===== src/rtl/spi_dbuf_pkg.sv =====
package spi_dbuf_pkg;

   typedef struct packed {
      logic cpol;
      logic cpha;
      logic lsb_first;
   } spi_mode_t;

   typedef enum logic [3:0] {
      A_ENABLE   = 4'd0,
      A_MODE     = 4'd1,
      A_RATE     = 4'd2,
      A_TXDATA   = 4'd3,
      A_RXDATA   = 4'd4,
      A_IE_SET   = 4'd5,
      A_IE_CLR   = 4'd6,
      A_EVENTS   = 4'd7,
      A_SEL_SCK  = 4'd8,
      A_SEL_MOSI = 4'd9,
      A_SEL_MISO = 4'd10
   } spi_reg_e;

   localparam logic [31:0] PIN_DISCONNECT = 32'hFFFF_FFFF;
   localparam int unsigned BASE_BPS       = 125_000;
   localparam int unsigned RATE_STEPS     = 7;
   localparam int unsigned RATE_CODE_LSB  = 25;
   localparam int unsigned IE_BIT         = 2;

endpackage


===== src/rtl/spi_rate_sel.sv =====
module spi_rate_sel #(
   parameter int unsigned SYS_CLK_HZ = 16_000_000,
   parameter int unsigned BASE_BPS   = 125_000,
   parameter int unsigned STEPS      = 7,
   parameter int unsigned CODE_LSB   = 25,
   parameter int unsigned HALF_W     = 7
)(
   input  logic [31:0]       code_i,
   output logic [HALF_W-1:0] half_o
);
   localparam int unsigned BASE_HALF = SYS_CLK_HZ / (2 * BASE_BPS);

   if (CODE_LSB + STEPS > 32) begin : g_bad_code
      $error("rate codes do not fit in 32 bits");
   end
   if ((BASE_HALF >> (STEPS - 1)) == 0) begin : g_bad_clk
      $error("system clock too slow for the fastest rate");
   end
   if ((BASE_HALF % (1 << (STEPS - 1))) != 0) begin : g_bad_div
      $error("system clock does not divide evenly into all rates");
   end

   always_comb begin
      half_o = HALF_W'(BASE_HALF);
      for (int i = 0; i < int'(STEPS); i++) begin
         if (code_i == (32'd1 << (CODE_LSB + i)))
            half_o = HALF_W'(BASE_HALF >> i);
      end
   end
endmodule


===== src/rtl/spi_shift_engine.sv =====
module spi_shift_engine import spi_dbuf_pkg::*; #(
   parameter int unsigned DATA_W = 8,
   parameter int unsigned HALF_W = 7
)(
   input  logic              clk,
   input  logic              rst_n,
   input  logic              run_i,
   input  logic              start_i,
   input  logic [DATA_W-1:0] tx_i,
   input  spi_mode_t         mode_i,
   input  logic [HALF_W-1:0] half_i,
   input  logic              miso_i,
   output logic              busy_o,
   output logic              last_o,
   output logic [DATA_W-1:0] rx_o,
   output logic              sck_o,
   output logic              mosi_o
);
   localparam int unsigned EDGES  = 2 * DATA_W;
   localparam int unsigned EDGE_W = $clog2(EDGES);
   localparam int unsigned IDX_W  = $clog2(DATA_W);

   if (DATA_W < 2) begin : g_bad_width
      $error("data width must be at least 2");
   end

   logic              busy_q, sck_q;
   logic [EDGE_W-1:0] edge_q;
   logic [HALF_W-1:0] div_q, half_q;
   logic [DATA_W-1:0] tx_q, rx_q, rx_next;
   spi_mode_t         mode_q;
   logic              tick, sample_now;
   logic [IDX_W-1:0]  bit_idx;
   logic [EDGE_W-1:0] edge_m1;

   assign tick       = busy_q && (div_q == half_q - HALF_W'(1));
   assign sample_now = tick && (edge_q[0] == mode_q.cpha);
   assign last_o     = tick && (edge_q == EDGE_W'(EDGES - 1));

   always_comb begin
      if (mode_q.lsb_first) rx_next = {miso_i, rx_q[DATA_W-1:1]};
      else                  rx_next = {rx_q[DATA_W-2:0], miso_i};
   end
   assign rx_o = sample_now ? rx_next : rx_q;

   assign edge_m1 = edge_q - EDGE_W'(1);
   always_comb begin
      if (!mode_q.cpha)      bit_idx = IDX_W'(edge_q >> 1);
      else if (edge_q == '0) bit_idx = '0;
      else                   bit_idx = IDX_W'(edge_m1 >> 1);
   end

   always_comb begin
      if (!busy_q)               mosi_o = 1'b0;
      else if (mode_q.lsb_first) mosi_o = tx_q[bit_idx];
      else                       mosi_o = tx_q[IDX_W'(DATA_W - 1) - bit_idx];
   end

   assign busy_o = busy_q;
   assign sck_o  = busy_q ? sck_q : mode_i.cpol;

   always_ff @(posedge clk) begin
      if (!rst_n) begin
         busy_q <= 1'b0;
         sck_q  <= 1'b0;
         edge_q <= '0;
         div_q  <= '0;
         half_q <= HALF_W'(1);
         tx_q   <= '0;
         rx_q   <= '0;
         mode_q <= '0;
      end else if (!run_i) begin
         busy_q <= 1'b0;
         edge_q <= '0;
         div_q  <= '0;
      end else if (start_i) begin
         busy_q <= 1'b1;
         tx_q   <= tx_i;
         edge_q <= '0;
         div_q  <= '0;
         half_q <= half_i;
         mode_q <= mode_i;
         sck_q  <= mode_i.cpol;
      end else if (busy_q) begin
         if (tick) begin
            div_q  <= '0;
            sck_q  <= ~sck_q;
            edge_q <= edge_q + EDGE_W'(1);
            if (sample_now) rx_q <= rx_next;
            if (last_o) busy_q <= 1'b0;
         end else begin
            div_q <= div_q + HALF_W'(1);
         end
      end
   end
endmodule


===== src/rtl/spi_rx_stage.sv =====
module spi_rx_stage #(
   parameter int unsigned DATA_W = 8,
   parameter int unsigned DEPTH  = 2,
   parameter int unsigned CNT_W  = 2
)(
   input  logic              clk,
   input  logic              rst_n,
   input  logic              push_i,
   input  logic [DATA_W-1:0] data_i,
   input  logic              pop_i,
   output logic [DATA_W-1:0] data_o,
   output logic [CNT_W-1:0]  count_o,
   output logic              overrun_o
);
   if (DEPTH < 1) begin : g_bad_depth
      $error("receive depth must be at least 1");
   end

   logic [DATA_W-1:0] slot_q [DEPTH];
   logic [CNT_W-1:0]  cnt_q;
   logic              do_pop, full;

   assign full      = (cnt_q == CNT_W'(DEPTH));
   assign do_pop    = pop_i && (cnt_q != '0);
   assign overrun_o = push_i && !do_pop && full;
   assign data_o    = (cnt_q != '0) ? slot_q[0] : '0;
   assign count_o   = cnt_q;

   always_ff @(posedge clk) begin
      if (!rst_n) begin
         cnt_q <= '0;
         for (int i = 0; i < int'(DEPTH); i++) slot_q[i] <= '0;
      end else begin
         if (do_pop)
            for (int i = 0; i < int'(DEPTH) - 1; i++) slot_q[i] <= slot_q[i+1];
         if (push_i) begin
            if (do_pop)     slot_q[int'(cnt_q) - 1] <= data_i;
            else if (!full) slot_q[int'(cnt_q)]     <= data_i;
            else            slot_q[DEPTH-1]         <= data_i;
         end
         if (do_pop && !push_i)      cnt_q <= cnt_q - CNT_W'(1);
         else if (push_i && !do_pop && !full) cnt_q <= cnt_q + CNT_W'(1);
      end
   end
endmodule


===== src/rtl/spi_dbuf_master.sv =====
module spi_dbuf_master import spi_dbuf_pkg::*; #(
   parameter int unsigned SYS_CLK_HZ = 16_000_000,
   parameter int unsigned DATA_W     = 8,
   parameter int unsigned RX_DEPTH   = 2
)(
   input  logic        clk,
   input  logic        rst_n,
   input  logic        reg_wr,
   input  logic        reg_rd,
   input  logic [3:0]  reg_addr,
   input  logic [31:0] reg_wdata,
   output logic [31:0] reg_rdata,
   output logic        irq_o,
   output logic        sck_o,
   output logic        sck_oe,
   output logic        mosi_o,
   output logic        mosi_oe,
   input  logic        miso_i
);
   localparam int unsigned BASE_HALF = SYS_CLK_HZ / (2 * BASE_BPS);
   localparam int unsigned HALF_W    = $clog2(BASE_HALF + 1);
   localparam int unsigned CNT_W     = $clog2(RX_DEPTH + 1);

   if (DATA_W > 24) begin : g_bad_data
      $error("data width too large for the register port");
   end
   if (CNT_W > 27) begin : g_bad_cnt
      $error("receive depth too large for the event register");
   end

   logic [3:0]        en_q;
   spi_mode_t         mode_q;
   logic [31:0]       rate_q;
   logic              hold_full, ie_q, ev_ready, ev_ovr;
   logic [DATA_W-1:0] hold_data;
   logic              sel_sck, sel_mosi, sel_miso;
   logic              enabled, start, tx_wr, ovr_clr_wr;
   logic              eng_busy, eng_last;
   logic [DATA_W-1:0] eng_rx, rxq_data;
   logic [HALF_W-1:0] half;
   logic [CNT_W-1:0]  rx_cnt;
   logic              rx_ovr, rx_pop;

   assign enabled    = (en_q == 4'd1);
   assign start      = enabled && hold_full && (!eng_busy || eng_last);
   assign tx_wr      = reg_wr && (reg_addr == A_TXDATA);
   assign ovr_clr_wr = reg_wr && (reg_addr == A_EVENTS) && reg_wdata[1];
   assign rx_pop     = reg_rd && (reg_addr == A_RXDATA);

   spi_rate_sel #(
      .SYS_CLK_HZ(SYS_CLK_HZ), .BASE_BPS(BASE_BPS), .STEPS(RATE_STEPS),
      .CODE_LSB(RATE_CODE_LSB), .HALF_W(HALF_W)
   ) u_rate (
      .code_i(rate_q), .half_o(half)
   );

   spi_shift_engine #(.DATA_W(DATA_W), .HALF_W(HALF_W)) u_eng (
      .clk(clk), .rst_n(rst_n), .run_i(enabled), .start_i(start),
      .tx_i(hold_data), .mode_i(mode_q), .half_i(half),
      .miso_i(miso_i & sel_miso), .busy_o(eng_busy), .last_o(eng_last),
      .rx_o(eng_rx), .sck_o(sck_o), .mosi_o(mosi_o)
   );

   spi_rx_stage #(.DATA_W(DATA_W), .DEPTH(RX_DEPTH), .CNT_W(CNT_W)) u_rxq (
      .clk(clk), .rst_n(rst_n), .push_i(eng_last), .data_i(eng_rx),
      .pop_i(rx_pop), .data_o(rxq_data), .count_o(rx_cnt), .overrun_o(rx_ovr)
   );

   always_ff @(posedge clk) begin
      if (!rst_n) begin
         en_q      <= '0;
         mode_q    <= '0;
         rate_q    <= 32'd1 << RATE_CODE_LSB;
         hold_full <= 1'b0;
         hold_data <= '0;
         ie_q      <= 1'b0;
         ev_ready  <= 1'b0;
         ev_ovr    <= 1'b0;
         sel_sck   <= 1'b0;
         sel_mosi  <= 1'b0;
         sel_miso  <= 1'b0;
      end else begin
         if (start) hold_full <= 1'b0;
         if (tx_wr && !hold_full) begin
            hold_full <= 1'b1;
            hold_data <= reg_wdata[DATA_W-1:0];
         end
         if (eng_last) ev_ready <= 1'b1;
         else if (reg_wr && reg_addr == A_EVENTS && reg_wdata[0]) ev_ready <= 1'b0;
         if (rx_ovr) ev_ovr <= 1'b1;
         else if (ovr_clr_wr) ev_ovr <= 1'b0;
         if (reg_wr) begin
            case (reg_addr)
               A_ENABLE:   en_q     <= reg_wdata[3:0];
               A_MODE:     mode_q   <= spi_mode_t'(reg_wdata[2:0]);
               A_RATE:     rate_q   <= reg_wdata;
               A_IE_SET:   if (reg_wdata[IE_BIT]) ie_q <= 1'b1;
               A_IE_CLR:   if (reg_wdata[IE_BIT]) ie_q <= 1'b0;
               A_SEL_SCK:  sel_sck  <= (reg_wdata != PIN_DISCONNECT);
               A_SEL_MOSI: sel_mosi <= (reg_wdata != PIN_DISCONNECT);
               A_SEL_MISO: sel_miso <= (reg_wdata != PIN_DISCONNECT);
               default: ;
            endcase
         end
      end
   end

   always_comb begin
      reg_rdata = '0;
      case (reg_addr)
         A_ENABLE:   reg_rdata[3:0] = en_q;
         A_MODE:     reg_rdata[2:0] = mode_q;
         A_RATE:     reg_rdata = rate_q;
         A_RXDATA:   reg_rdata[DATA_W-1:0] = rxq_data;
         A_IE_SET,
         A_IE_CLR:   reg_rdata[IE_BIT] = ie_q;
         A_EVENTS: begin
            reg_rdata[0] = ev_ready;
            reg_rdata[1] = ev_ovr;
            reg_rdata[2] = hold_full;
            reg_rdata[3 +: CNT_W] = rx_cnt;
         end
         A_SEL_SCK:  reg_rdata = sel_sck  ? '0 : PIN_DISCONNECT;
         A_SEL_MOSI: reg_rdata = sel_mosi ? '0 : PIN_DISCONNECT;
         A_SEL_MISO: reg_rdata = sel_miso ? '0 : PIN_DISCONNECT;
         default: ;
      endcase
   end

   assign irq_o   = ev_ready & ie_q;
   assign sck_oe  = sel_sck;
   assign mosi_oe = sel_mosi;
endmodule


===== config.mk =====
export PLATFORM = sky130hd
export DESIGN_NAME = spi_dbuf_master
export DESIGN_NICKNAME = d
export VERILOG_FILES = /design/src/rtl/spi_dbuf_pkg.sv /design/src/rtl/spi_rate_sel.sv /design/src/rtl/spi_shift_engine.sv /design/src/rtl/spi_rx_stage.sv /design/src/rtl/spi_dbuf_master.sv
export SDC_FILE = /design/constraint.sdc
export NUM_CORES = 1
export LEC_CHECK = 0
export BUFFER_PORTS_ARGS = -buffer_cell sky130_fd_sc_hd__buf_2
export CORE_MARGIN = 2
export CORE_UTILIZATION = 52
export CTS_BUF_LIST = sky130_fd_sc_hd__clkbuf_8 sky130_fd_sc_hd__clkbuf_16
export CTS_CLUSTER_DIAMETER = 80
export DETAILED_ROUTE_END_ITERATION = 10
export GPL_TIMING_DRIVEN = 0
export HOLD_SLACK_MARGIN = 0.08
export PLACE_DENSITY_LB_ADDON = 0.3
export SETUP_SLACK_MARGIN = 0.02
export SYNTH_ARGS = -nofsm -noshare
export SYNTH_HDL_FRONTEND = slang
export SYNTH_SLANG_ARGS = --single-unit

===== constraint.sdc =====
create_clock -name clk -period 3.01 [get_ports clk]
set_input_delay 0.301 -clock clk [delete_from_list [all_inputs] [get_ports clk]]
set_output_delay 0.301 -clock clk [all_outputs]
set_load 0.01 [all_outputs]

==> reports/results.tsv, run 1 <==
stage	metric	value	unit
status	outcome	completed	
cells_and_area	commonest non-fill, non-tap cell in the layout	nand2_1	
worst_hold_path	worst hold path depth	3	
floorplan	row count	38	
cts	number of H-tree levels	3	
synthesis	Syn Inst Count	678	
sta	Post-Route Skew	0.0142	ns
worst_hold_path	Hold WC Path Type	in2reg	
critical_path	crit start category	register	
synthesis	cell area after synthesis	5760	um2
detailed_routing	post-route ant nets	0	
cells_and_area	n_diodes	0	
detailed_routing	DRC	0	
sta	Slew headroom	0.326	
synthesis	Post-synth ARST share	0	
floorplan	I/O pins	78	
global_route	grt total ovfl	0	
floorplan	DIE AREA	11900	um2
cells_and_area	highest-count cells in the layout ignoring fill and taps	171 x nand2_1, 91 x dfxtp_1, 76 x buf_2	
placement	post-DP HPWL	11.6	mm
synthesis	cell taking the most area after synthesis	dfxtp_1	
sta	unrepaired setup endpoints after global routing	yes	
cells_and_area	Area Growth Syn to Fin	16.6	%
cells_and_area	Final #Nets	822	
pwr	power density cells	387	nW/um2
detailed_routing	WL final	15.7	mm
global_route	largest net degree at the start of global routing	20	
cts	Clock Latency Late Sink	0.39	ns
synthesis	largest family of logic cells by synthesized area	simple AND/OR/NAND/NOR gates	
detailed_routing	via count	5450	
synthesis	syn avg cell area	8.49	um2
global_route	initial antenna violation count	0	
sta	Final setup viols	0	
synthesis	Synth Warn #	0	
synthesis	post-synth top area share	0.327	
synthesis	Yosys cell types	68	
synthesis	number of flops mapped to enable cells by yosys	16	
cts	CTS root buffer	clkbuf_8	
placement	PortBufs	75	
sta	crit share post-route	0.980	
cts	hold_buf cts	0	
cells_and_area	FF/Latch Area	2370	um2
cts	Num CTS Buffers	9	
sta	fin crit period	2.95	ns
job	max_cap viols	0	
cells_and_area	area of the multi-input gates	3240	um2
floorplan	die width	109	um
placement	gpl congestion	0.947	
synthesis	area share of fa/ha/maj cells after synthesis	0.0109	
cts	Clk pin slew, worst setup/hold paths	0.12	ns
cts	Clock Sinks	110	
synthesis	number of synthesized register bits	110	
floorplan	core area	10800	um2
critical_path	CP Data Required Time	3.15	ns
cells_and_area	layout cells sized above 1	0.204	
synthesis	Synth Net Count	724	
sta	Max Fclk	0.339	GHz
floorplan	Die Y-Extent	109	um
synthesis	post-synthesis sequential area ratio	0.410	
pwr	cell leakage power	2.57	nW
critical_path	worst reg2reg setup slack	0.06	ns
synthesis	mux cell area share after synthesis	0.117	
detailed_routing	Initial DRC Count	370	
sta	worst slew pin tran	0.996	ns
cells_and_area	final non-filler cell total	921	
critical_path	CP arrival	3.09	ns
global_route	number of global-route vias before repair	4988	
sta	Fin Hold WS	0.152	ns
synthesis	Synth Area in Compound Gates	0.131	
critical_path	Crit. End Element	register	
pwr	total power	2.60	mW
placement	Post-Place Cells	893	
floorplan	Starting Density	0.531	
cells_and_area	fill count	944	
placement	Post-DP Area	6310	um2
cts	CTS tree	yes	
sta	Slew Limit Fails	0	
global_route	Tot GR Track Use	0.264	
synthesis	dominant synthesized flop cell	dfxtp_1	
synthesis	Post-Synth XOR/XNOR Area	0.0243	
synthesis	synth top area cells	dfxtp_1 33%, nand2_1 11%, edfxtp_1 8.3%	
detailed_routing	DR WL/cell	17.0	um
cells_and_area	Design Area, Final	6720	um2
detailed_routing	DRT Pass-1 Iters	5	
synthesis	simple-gate portion of the synthesized area	0.268	
detailed_routing	DR vias/cell	5.92	
critical_path	critical path class	reg2reg	
critical_path	Worst Path Max Fanout	6	
pwr	maximum VDD drop	0.000253	V
global_route	first-pass GRT wire length	24.6	mm
critical_path	Worst R2R Path Depth	11	
cts	CTS Buffer Depth	2	
sta	final hold viol count	0	
==> synth_stat cells, types with 2 or more instances <==
master      n
a211o_1     2
a211oi_1    2
a21boi_0    2
a21oi_1    37
a221oi_1    2
a222oi_1    3
a22o_1      7
a22oi_1     4
a31oi_1     3
and2_1      3
and3_1      5
buf_1       5
buf_6       3
clkbuf_1   32
dfxtp_1    94
edfxtp_1   16
ha_1        5
inv_1       9
mux2_2     15
mux2i_1    40
mux4_2      4
nand2_1   171
nand2b_1    4
nand3_1    20
nand4_1    16
nand4b_1    4
nor2_1     35
nor2b_1    15
nor3_1     21
nor3b_1     4
nor4_1      9
o21ai_0    14
o21bai_1    8
o22ai_1     6
o311a_1     2
o311a_2     6
or3_1       4
or4_1       2
xnor2_1    10
xor2_1      6
==> critical path, cell delays in order (launching register included) <==
cell	delay (ns)
dfxtp_4	0.38
inv_4	0.06
ha_4	0.13
or3b_4	0.38
or4_4	0.50
a211oi_4	0.21
buf_6	0.17
buf_12	0.11
nand4_4	0.10
buf_6	0.17
mux2_4	0.31
a22o_1	0.18
==> stage by stage <==
step                       util  worst slack [ns]  setup TNS [ns]
after floorplan               -            0.0463               0
final                     0.620            0.0601               0
after global routing      0.620          -0.00690         -0.0109
after CTS                 0.610            0.0209               0
after detailed placement  0.582            -0.426          -12.36
after global placement    0.582            -0.362           -9.25
==> layout make-up <==
cell class,instances,share of cell area
repair buffers,87,0.0762
plain buffers,42,0.0279
clock buffers,10,0.0205
clock inverters,6,0.00838
flip-flops and latches,110,0.353
inverters,10,0.00596
well taps,140,0.0261
multi-input cells,516,0.482
==> cell families after synthesis <==
| logic type | Yosys count |
|---|---|
| simple gates | 326 |
| flops | 110 |
| compound gates | 109 |
| xor+xnor | 16 |
| buf+inv | 52 |
| mux | 60 |
| fa+ha+maj | 5 |
==> power breakdown <==
group          switching, mW  internal [mW]  total, mW  leakage (nW)
clock                  0.540          0.340      0.880        0.0994
combinational          0.134         0.0667      0.201          1.55
sequential            0.0115           1.50       1.51         0.923
==> worst paths after layout <==
| path | startpoint | endpoint |
|---|---|---|
| worst min register to register | ev_ovr | ev_ovr |
| worst max-delay path | u_eng.half_q[1] | u_rxq.slot_q[0][6] |
| worst max register to register | u_eng.half_q[1] | u_rxq.slot_q[0][6] |
| worst min-delay path | reg_wdata[10] | rate_q[10] |
==> registers in the layout, summed over array words and instances (netlist names), 2 cells and up <==
register       flops
u_eng.tx_q         8
mode_q             3
en_q               4
u_eng.edge_q       4
u_eng.half_q       7
u_eng.mode_q       2
u_eng.div_q        7
rate_q            32
u_rxq.count_o      2
u_rxq.slot_q      16
u_eng.rx_q         8
hold_data          8
==> per-layer routing <==
metal / GRT usage / vias up / part of all wire
li1: - / 2608 / -
met1: 0.352 / 2638 / 0.45
met2: 0.437 / 176 / 0.49
met3: 0.0466 / 28 / 0.053
met4: 0.0823 / 0 / 0.016
met5: 0 / - / 0
==> repair_timing <==
action                                  4_1_cts  5_1_grt
endpoints found under the setup margin       65       63
buffers inserted                              6        5
cloned                                        0        1
pin swaps                                     2        1
resized for setup                             9       13
No activity file was read; power rests on OpenSTA's default activity.
==> run 2: changes to the inputs <==
Settings changed: CORE_MARGIN 2 to 3.
==> run 2 against run 1 <==
Net effect: register-to-register slack better by 0.04 ns; sequential power about the same; non-clock buffer count down 2; worst setup slack better by 0.044 ns; sequential share of layout area up 0.34 points; critical endpoint is now u_rxq.slot_q[0][1].
==> reports/results.tsv, run 2 (synthesis gave the netlist of run 1 again) <==
stage	metric	value	unit	change
pwr	power density cells	380	nW/um2	was 387 nW/um2
cells_and_area	Biggest register	rate_q		unchanged
detailed_routing	DRC	0		unchanged
cts	CTS tree	yes		unchanged
placement	post-DP HPWL	11.7	mm	was 11.6 mm
floorplan	core area	10600	um2	was 10,800 um2
global_route	met2 global-route usage	0.420		was 0.437
sta	fin crit period	2.91	ns	was 2.95 ns
placement	DP Worst Slack	-0.365	ns	was -0.426 ns
cells_and_area	n_diodes	0		unchanged
sta	worst setup margin	0.104	ns	was 0.0601 ns
cells_and_area	post-layout util	0.631		was 0.620
sta	Final setup viols	0		unchanged
critical_path	CP arrival	3.05	ns	was 3.09 ns
floorplan	Starting Density	0.546		was 0.531
detailed_routing	via count	5361		was 5,450
sta	Slew headroom	0.352		was 0.326
critical_path	crit path cell chain	inv_2 > ha_4 > or3b_4 > or4_4 > a211oi_4 > buf_12 > buf_4 > nand4_1 > nor3b_4 > buf_6 > a22o_1		was inv_4 > ha_4 > or3b_4 > or4_4 > a211oi_4 > buf_6 > buf_12 > nand4_4 > buf_6 > mux2_4 > a22o_1
cts	Clock Latency Late Sink	0.39	ns	about the same
sta	worst slew pin tran	0.959	ns	was 0.996 ns
pwr	total power	2.53	mW	was 2.60 mW
critical_path	Crit. End Element	register		unchanged
cells_and_area	Area Growth Syn to Fin	15.6	%	was 16.6%
cts	Clock Sinks	110		unchanged
sta	crit share post-route	0.965		was 0.980
critical_path	crit start category	register		unchanged
cts	number of H-tree levels	3		unchanged
global_route	met1 Resource Use GR	0.324		was 0.352
cells_and_area	layout cells sized above 1	0.200		was 0.204
global_route	number of global-route vias before repair	5236		was 4,988
critical_path	Crit-path slowest cell	or4_4		unchanged
global_route	grt total ovfl	0		unchanged
placement	gpl congestion	0.952		was 0.947
cells_and_area	top flop regs	rate_q: 32 flops, u_rxq.slot_q: 16 flops		unchanged
cts	Clk pin slew, worst setup/hold paths	0.11	ns	was 0.12 ns
critical_path	CP Data Required Time	3.15	ns	about the same
sta	unrepaired setup endpoints after global routing	yes		unchanged
worst_hold_path	Hold WC Path Type	in2reg		unchanged
cts	CTS root buffer	clkbuf_8		unchanged
cts	hold_buf cts	0		unchanged
cells_and_area	final non-filler cell total	915		was 921
floorplan	DIE AREA	12400	um2	was 11,900 um2
floorplan	I/O pins	78		unchanged
detailed_routing	DRT Pass-1 Iters	5		unchanged
pwr	cell leakage power	2.54	nW	was 2.57 nW
floorplan	die width	111	um	was 109 um
placement	Post-Place Cells	889		was 893
sta	Setup TNS	0	ns	unchanged
detailed_routing	post-route ant nets	0		unchanged
cells_and_area	fill count	904		was 944
critical_path	CP peak stage delay	0.43	ns	was 0.50 ns
cts	Num CTS Buffers	9		unchanged
detailed_routing	Initial DRC Count	444		was 370
critical_path	Worst Path Max Fanout	6		unchanged
cells_and_area	Final #Nets	820		was 822
placement	Post-DP Area	6310	um2	about the same
detailed_routing	DR WL/cell	17.0	um	about the same
cells_and_area	max reg flops	32		unchanged
global_route	GRT met3 Usage	0.0382		was 0.0466
cts	CTS Buffer Depth	2		unchanged
cells_and_area	Design Area, Final	6660	um2	was 6720 um2
sta	final hold viol count	0		unchanged
global_route	largest net degree at the start of global routing	19		was 20
job	max_cap viols	0		unchanged
global_route	first-pass GRT wire length	25.4	mm	was 24.6 mm
sta	Max Fclk	0.344	GHz	was 0.339 GHz
floorplan	Die Y-Extent	111	um	was 109 um
global_route	Most Used Layer, Global Route	met2		unchanged
detailed_routing	DR vias/cell	5.86		was 5.92
floorplan	row count	37		was 38
status	outcome	completed		unchanged
global_route	initial antenna violation count	0		unchanged
placement	PortBufs	75		unchanged
cells_and_area	commonest non-fill, non-tap cell in the layout	nand2_1		unchanged
sta	Post-Route Skew	0.0115	ns	was 0.0142 ns
detailed_routing	WL final	15.6	mm	was 15.7 mm
pwr	maximum VDD drop	0.000339	V	was 0.000253 V
sta	Slew Limit Fails	0		unchanged
global_route	Tot GR Track Use	0.250		was 0.264
sta	Fin Hold WS	0.147	ns	was 0.152 ns
cells_and_area	highest-count cells in the layout ignoring fill and taps	171 x nand2_1, 92 x dfxtp_1, 76 x buf_2		was 171 x nand2_1, 91 x dfxtp_1, 76 x buf_2
critical_path	critical path class	reg2reg		unchanged
-- run 2: worst paths after layout --
path                    from                 end  slack, ns  cells past startpoint
max          u_eng.half_q[0]  u_rxq.slot_q[0][1]       0.10                     11
min            reg_wdata[10]          rate_q[10]       0.15                      3
max reg2reg  u_eng.half_q[0]  u_rxq.slot_q[0][1]       0.10                     11
min reg2reg       rate_q[22]          rate_q[22]       0.47                      2
-- run 2: metal layers --
metal  up-vias  share of wire
met1      2540           0.43
li1       2597              -
met5         -              0
met4         0          0.020
met2       195           0.49
met3        29          0.061
-- run 2: repair_timing --
item | 4_1_cts | 5_1_grt
hold endpoints to repair | 0 | 0
buffers inserted | 5 | 6
pin swaps | 1 | 4
endpoints found under the setup margin | 64 | 65
gates resized for setup | 7 | 15
-- run 2: critical path, delay by kind of cell, from the launching register on --
family | cells | cell delay, ns
adder cells (fa/ha/maj) | 1 | 0.13
AO/OA/AOI/OAI | 2 | 0.51
buffers and inverters | 4 | 0.50
AND/OR/NAND/NOR | 4 | 1.16
flip-flops | 1 | 0.36
-- run 2: power breakdown --
group	internal (mW)	total [mW]	switching, mW
Combinational	0.0664	0.197	0.131
Sequential	1.50	1.51	0.0114
Clock	0.302	0.821	0.520
Total	1.87	2.53	0.662
-- run 2: final cells by class --
cell class                 count  area [um2]  share of cell area
clock inverter                 7        47.5             0.00714
clock buffer                   9         124              0.0186
tap                          136         170              0.0256
timing repair buffer          86         490              0.0737
inverter                      10        40.0             0.00602
sequential                   110        2370               0.356
multi-input combinational    516        3230               0.485
buffer                        41         183              0.0274
